--- config.mk ---
export PLATFORM = sky130hd
export DESIGN_NAME = swallow_divider
export DESIGN_NICKNAME = d
export VERILOG_FILES = /design/src/rtl/swd_pkg.sv /design/src/rtl/swd_prescaler.sv /design/src/rtl/swd_ab_counters.sv /design/src/rtl/swd_cfg_check.sv /design/src/rtl/swallow_divider.sv
export SDC_FILE = /design/constraint.sdc
export NUM_CORES = 1
export LEC_CHECK = 0
export ABC_AREA = 1
export BUFFER_PORTS_ARGS = -buffer_cell sky130_fd_sc_hd__buf_4
export CAP_MARGIN = 10
export CELL_PAD_IN_SITES_DETAIL_PLACEMENT = 1
export CELL_PAD_IN_SITES_GLOBAL_PLACEMENT = 1
export CORE_UTILIZATION = 45
export CTS_CLUSTER_SIZE = 12
export DETAILED_ROUTE_END_ITERATION = 10
export GPL_TIMING_DRIVEN = 0
export PLACE_DENSITY_LB_ADDON = 0.1
export SLEW_MARGIN = 20
export SYNTH_ARGS = -nofsm -noshare
export SYNTH_HDL_FRONTEND = slang
export SYNTH_SLANG_ARGS = --single-unit
--- constraint.sdc ---
create_clock -name clk -period 5.25 [get_ports clk]
set_input_delay 1.3125 -clock clk [delete_from_list [all_inputs] [get_ports clk]]
set_output_delay 1.3125 -clock clk [all_outputs]
set_load 0.01 [all_outputs]
--- src/rtl/swd_pkg.sv ---
`timescale 1ns/1ps
package swd_pkg;

    typedef enum logic [1:0] {
        ST_PRIME   = 2'd0,
        ST_SWALLOW = 2'd1,
        ST_PLAIN   = 2'd2,
        ST_FAULT   = 2'd3
    } swd_state_e;

    function automatic int unsigned max3(input int unsigned x, input int unsigned y,
                                         input int unsigned z);
        int unsigned m;
        m = (x > y) ? x : y;
        return (m > z) ? m : z;
    endfunction

endpackage

--- src/rtl/swd_prescaler.sv ---
`timescale 1ns/1ps
module swd_prescaler #(
    parameter int PC_W = 7
) (
    input  logic            clk,
    input  logic            rst_n,
    input  logic            run,
    input  logic            plus_one,
    input  logic [PC_W-1:0] base_ratio,
    output logic            tick
);
    logic [PC_W-1:0] count_q;
    logic [PC_W-1:0] last_val;

    // terminal count is P for divide-by-(P+1), P-1 for divide-by-P
    always_comb begin
        last_val = plus_one ? base_ratio : (base_ratio - 1'b1);
        tick     = run && (count_q == last_val);
    end

    always_ff @(posedge clk or negedge rst_n) begin
        if (!rst_n) begin
            count_q <= '0;
        end else if (!run || tick) begin
            count_q <= '0;
        end else begin
            count_q <= count_q + 1'b1;
        end
    end
endmodule

--- src/rtl/swd_ab_counters.sv ---
`timescale 1ns/1ps
module swd_ab_counters #(
    parameter int A_W = 6,
    parameter int B_W = 13
) (
    input  logic           clk,
    input  logic           rst_n,
    input  logic           load,
    input  logic           step,
    input  logic [A_W-1:0] a_preset,
    input  logic [B_W-1:0] b_preset,
    output logic           a_last,
    output logic           b_last
);
    logic [A_W-1:0] a_q;
    logic [B_W-1:0] b_q;

    always_ff @(posedge clk or negedge rst_n) begin
        if (!rst_n) begin
            a_q <= '0;
            b_q <= '0;
        end else if (load) begin
            a_q <= a_preset;
            b_q <= b_preset;
        end else if (step) begin
            b_q <= b_q - 1'b1;
            if (a_q != '0) begin
                a_q <= a_q - 1'b1;
            end
        end
    end

    always_comb begin
        a_last = (a_q == A_W'(1));
        b_last = (b_q == B_W'(1));
    end
endmodule

--- src/rtl/swd_cfg_check.sv ---
`timescale 1ns/1ps
module swd_cfg_check #(
    parameter int A_W  = 6,
    parameter int B_W  = 13,
    parameter int PC_W = 7
) (
    input  logic [A_W-1:0]  a_val,
    input  logic [B_W-1:0]  b_val,
    input  logic [PC_W-1:0] p_val,
    output logic            cfg_ok,
    output logic            a_is_zero
);
    localparam int CW = swd_pkg::max3(A_W, B_W, PC_W);

    logic [CW-1:0] a_ext;
    logic [CW-1:0] b_ext;
    logic [CW-1:0] p_ext;

    always_comb begin
        a_ext     = CW'(a_val);
        b_ext     = CW'(b_val);
        p_ext     = CW'(p_val);
        cfg_ok    = (b_ext != '0) && (a_ext <= b_ext) && (a_ext < p_ext);
        a_is_zero = (a_val == '0);
    end
endmodule

--- src/rtl/swallow_divider.sv ---
`timescale 1ns/1ps
module swallow_divider #(
    parameter int P_LO = 32,
    parameter int P_HI = 64,
    parameter int A_W  = 6,
    parameter int B_W  = 13
) (
    input  logic           clk,
    input  logic           rst_n,
    input  logic           ratio_sel,
    input  logic [A_W-1:0] swallow_cnt,
    input  logic [B_W-1:0] main_cnt,
    output logic           div_out,
    output logic           modulus_hi,
    output logic           cfg_fault
);
    import swd_pkg::*;

    localparam int PC_W = $clog2(P_HI + 1);
    localparam logic [PC_W-1:0] P_LO_V = PC_W'(P_LO);
    localparam logic [PC_W-1:0] P_HI_V = PC_W'(P_HI);

    swd_state_e      state;
    swd_state_e      state_nx;
    logic            ratio_q;
    logic [PC_W-1:0] p_run;
    logic [PC_W-1:0] p_new;
    logic            running;
    logic            tick;
    logic            a_last;
    logic            b_last;
    logic            terminal;
    logic            load;
    logic            cfg_ok;
    logic            a_zero;
    swd_state_e      restart_st;

    always_comb begin
        p_run    = ratio_q   ? P_HI_V : P_LO_V;
        p_new    = ratio_sel ? P_HI_V : P_LO_V;
        running  = (state == ST_SWALLOW) || (state == ST_PLAIN);
        terminal = running && tick && b_last;
        load     = (state == ST_PRIME) || (state == ST_FAULT) || terminal;
    end

    swd_prescaler #(.PC_W(PC_W)) u_psc (
        .clk        (clk),
        .rst_n      (rst_n),
        .run        (running),
        .plus_one   (state == ST_SWALLOW),
        .base_ratio (p_run),
        .tick       (tick)
    );

    swd_ab_counters #(.A_W(A_W), .B_W(B_W)) u_cnt (
        .clk      (clk),
        .rst_n    (rst_n),
        .load     (load),
        .step     (tick && !load),
        .a_preset (swallow_cnt),
        .b_preset (main_cnt),
        .a_last   (a_last),
        .b_last   (b_last)
    );

    swd_cfg_check #(.A_W(A_W), .B_W(B_W), .PC_W(PC_W)) u_chk_cfg (
        .a_val     (swallow_cnt),
        .b_val     (main_cnt),
        .p_val     (p_new),
        .cfg_ok    (cfg_ok),
        .a_is_zero (a_zero)
    );

    // state entered whenever presets are sampled
    always_comb begin
        if (!cfg_ok) begin
            restart_st = ST_FAULT;
        end else if (a_zero) begin
            restart_st = ST_PLAIN;
        end else begin
            restart_st = ST_SWALLOW;
        end
    end

    always_comb begin
        state_nx = state;
        unique case (state)
            ST_PRIME:   state_nx = restart_st;
            ST_FAULT:   state_nx = restart_st;
            ST_SWALLOW: begin
                if (tick && b_last) begin
                    state_nx = restart_st;
                end else if (tick && a_last) begin
                    state_nx = ST_PLAIN;
                end
            end
            ST_PLAIN: begin
                if (tick && b_last) begin
                    state_nx = restart_st;
                end
            end
        endcase
    end

    always_ff @(posedge clk or negedge rst_n) begin
        if (!rst_n) begin
            state   <= ST_PRIME;
            ratio_q <= 1'b0;
        end else begin
            state <= state_nx;
            if (load) begin
                ratio_q <= ratio_sel;
            end
        end
    end

    always_comb begin
        div_out    = terminal;
        modulus_hi = (state == ST_SWALLOW);
        cfg_fault  = (state == ST_FAULT);
    end
endmodule

==> results.md <==
* Worst min path class: register to register
* Initial antenna violation count at 0
* PD cells at 681 mW/mm^2
* Clock root buffer: clkbuf_8
* RSZ-0062 raised after global routing: no
* Startpoint types: register
* CTS tree: built
* Slew headroom at 61.0%
* Yosys reg bits at 29
* Global-route wire length before repair at 10,800 um
* Cell area after synthesis at 0.00217 sq mm
* Overflow after GRT at 0
* Syn_area_per_cell at 6.76 sq um
* Drt pass-1 iters at 4
* Starting Density at 48.2%
* Row count at 24
* Cell count after synthesis at 321
* Initial drt markers at 77
* WP data arrival at 2.23 ns
* Met1 Use GR at 33.9%
* TritonCTS Buffers at 5
* GR Util met3 at 4.78%
* Clock sinks at 29
* Clock Skew at 0.00187 ns
* Post-synth top flop: dfrtp_1
* CP Class: register to output port
* Met2 Track Usage GR at 49.5%
* Via density at 5.31
* All-Layer GR Usage at 27.4%
* Reg2Reg Setup Slack at 2.62 ns
* Post-DRT Antenna Nets at 0
* WP data required at 3.94 ns
* Most frequent cells in the layout: 99 x nand2_1, 47 x nor2_1, 40 x inv_1, 29 x dfrtp_1, 24 x buf_4
* Vias in the first global route at 2,298
* CP Depth at 10
* Area occupied by multi-input gates at 0.00125 sq mm
* Fin. Hold Viols at 0
* CP Cell Sequence: inv_1 > ha_1 > ha_1 > inv_1 > nand2_1 > nand2_1 > nor2_1 > nand3_2 > nor2_1 > buf_4
* FF/Latch Area at 726 sq um
* R2r endpoint: u_cnt.a_q[0]$_DFFE_PN0P_
* IO buf count at 24
* Nets at 389
* Most common cell after layout, fill and taps aside: nand2_1
* Max Transition Viols Final at 0
* Setup crit start: state[1]$_DFFE_PN0P_
* Post-CTS setup buffer count at 0
* Share of cells above drive strength 1 at 12.7%
* Reg2Reg Depth at 13
* EDFF count, synth at 0
* F_max at 283 MHz
* CP Max Fanout at 10
* Core Util, Final at 56.6%
* Largest delay share family, worst path: simple AND/OR/NAND/NOR gates
* Clk slew on worst S/H paths at 0.07 ns
* Fin crit period at 3.54 ns
* Lkg Pwr at 0.00132 uW
* Worst VDD drop at 0.316 mV
* Routed WL per cell at 15.5 um
* Core Area at 0.00450 sq mm
* Clock Latency Late Sink at 0.28 ns
* Critical R2R Launch: state[1]$_DFFE_PN0P_
* Area growth, synth to finish at 17.5%
* Hold_buf cts at 0
* Largest net degree at the start of global routing at 30
* Distinct cells, synth at 28
* Longest Clk Path Bufs at 2
* Worst setup endpoint: div_out
* CP endpoint kind: output port
* Io pins at 25
* Fraction of registers with async set/reset at 100%
* Total Wirelength at 6290 um
* Worst Path Buf+Inv at 3
* Post-route setup TNS at 0 ns
* Max cap viols at 0
* Critical-path top delay cell: dfrtp_1
* # diodes at 0
* Vias at 2,150
* Worst path max stage delay at 0.40 ns
* Post-DP HPWL at 4870 um
* Die Y at 71.4 um
* H-tree depth at 2
* Worst-margin pin slew at 0.584 ns
* Routability Congestion at 0.826
* GRT Max-Usage Layer: met2
* Die area at 0.00510 sq mm
* Die Wd at 71.4 um
* Status: complete, no violations
* Final setup fails at 0
* Seq/Total Area, Yosys at 33.4%
* Resized cells post-CTS at 0
* DRC viols at 0
* Synth warnings at 0
* Synth Net Count at 358
* Fill count at 614
* Hold Slack at 0.522 ns
* Final Cycle Share at 67.4%
## flip-flops by register name, indices dropped and copies added (netlist names)
name,flops
ratio_q,1
state,2
u_cnt.a_q,6
u_cnt.b_q,13
u_psc.count_q,7
## through the flow
| stage | cell area (sq um) | power, uW | instances | worst slack, ns |
|---|---|---|---|---|
| 2_1_floorplan | 2170 | 1150 | 321 | 2.33 |
| 3_3_place_gp | 2410 | 1370 | 397 | 2.13 |
| 3_5_place_dp | 2410 | 1440 | 397 | 2.04 |
| 4_1_cts | 2550 | 1750 | 405 | 1.68 |
| 5_1_grt | 2550 | 1910 | 405 | 1.52 |
| 6_report | 2550 | 1730 | 405 | 1.71 |
## final cells by class
cell class                      count  share of cell area, %
Clock buffer                        5                   2.70
Timing Repair Buffer               24                   7.07
Tap cell                           52                   2.55
Clock inverter                      3                   2.55
Sequential cell                    29                   28.5
Inverter                           42                   6.19
Multi-Input combinational cell    245                   49.0
Buffer                              5                   1.42
## synth_stat cells, types with 4 or more instances
master | instances | area, sq um
xnor2_1 | 7 | 61.3
o211ai_1 | 4 | 30.0
a21oi_1 | 7 | 35.0
nand2_2 | 4 | 25.0
ha_1 | 15 | 188
inv_1 | 40 | 150
nand3_1 | 20 | 100
nand2_1 | 99 | 372
nor2_1 | 47 | 176
o21ai_0 | 20 | 100
nor3_1 | 6 | 30.0
dfrtp_1 | 29 | 726
xor2_1 | 6 | 52.6
## metal layers
metal,wire (um),part of all wire (%),vias up
met5,0,0,-
met2,3160,50,36
li1,-,-,1066
met3,162,2.6,9
met4,74,1.2,0
met1,2890,46,1039
## how the worst min path moves through the flow
stage                                   startpoint                        to  slack [ns]  depth (start not counted)
after floorplan                ratio_q$_DFFE_PN0P_       ratio_q$_DFFE_PN0P_        0.45                          2
after global placement         ratio_q$_DFFE_PN0P_       ratio_q$_DFFE_PN0P_        0.48                          2
after detailed placement       ratio_q$_DFFE_PN0P_       ratio_q$_DFFE_PN0P_        0.49                          2
after CTS                 u_cnt.a_q[1]$_DFFE_PN0P_  u_cnt.a_q[1]$_DFFE_PN0P_        0.53                          2
after global routing           ratio_q$_DFFE_PN0P_       ratio_q$_DFFE_PN0P_        0.57                          2
final                     u_cnt.a_q[1]$_DFFE_PN0P_  u_cnt.a_q[1]$_DFFE_PN0P_        0.52                          2
## worst register-to-register path, cell delays in order (launching register included)
cell and delay (ns):
dfrtp_1 0.40, inv_1 0.06, ha_1 0.24, ha_1 0.33
inv_1 0.06, nand2_1 0.04, nand2_1 0.06, nor2_1 0.07
nand3_2 0.20, inv_1 0.13, a21oi_1 0.49, inv_1 0.26
nand2_1 0.13, nand2_1 0.05
## power by group
group / switching, uW / leakage, uW / internal, uW
clock: 96.8 / 0.0000681 / 189
sequential: 104 / 0.000361 / 331
combinational: 663 / 0.000893 / 351
## logic make-up (layout without fill, tap and decap cells)
family / count (synthesis) / count (layout) / synth area share [%]
xor+xnor: 13 / 13 / 5.25
compound gates: 34 / 34 / 9.00
buf+inv: 47 / 79 / 8.94
fa+ha+maj: 15 / 15 / 8.65
flops: 29 / 29 / 33.4
simple gates: 183 / 183 / 34.7
(Power assumes the default switching activity.)
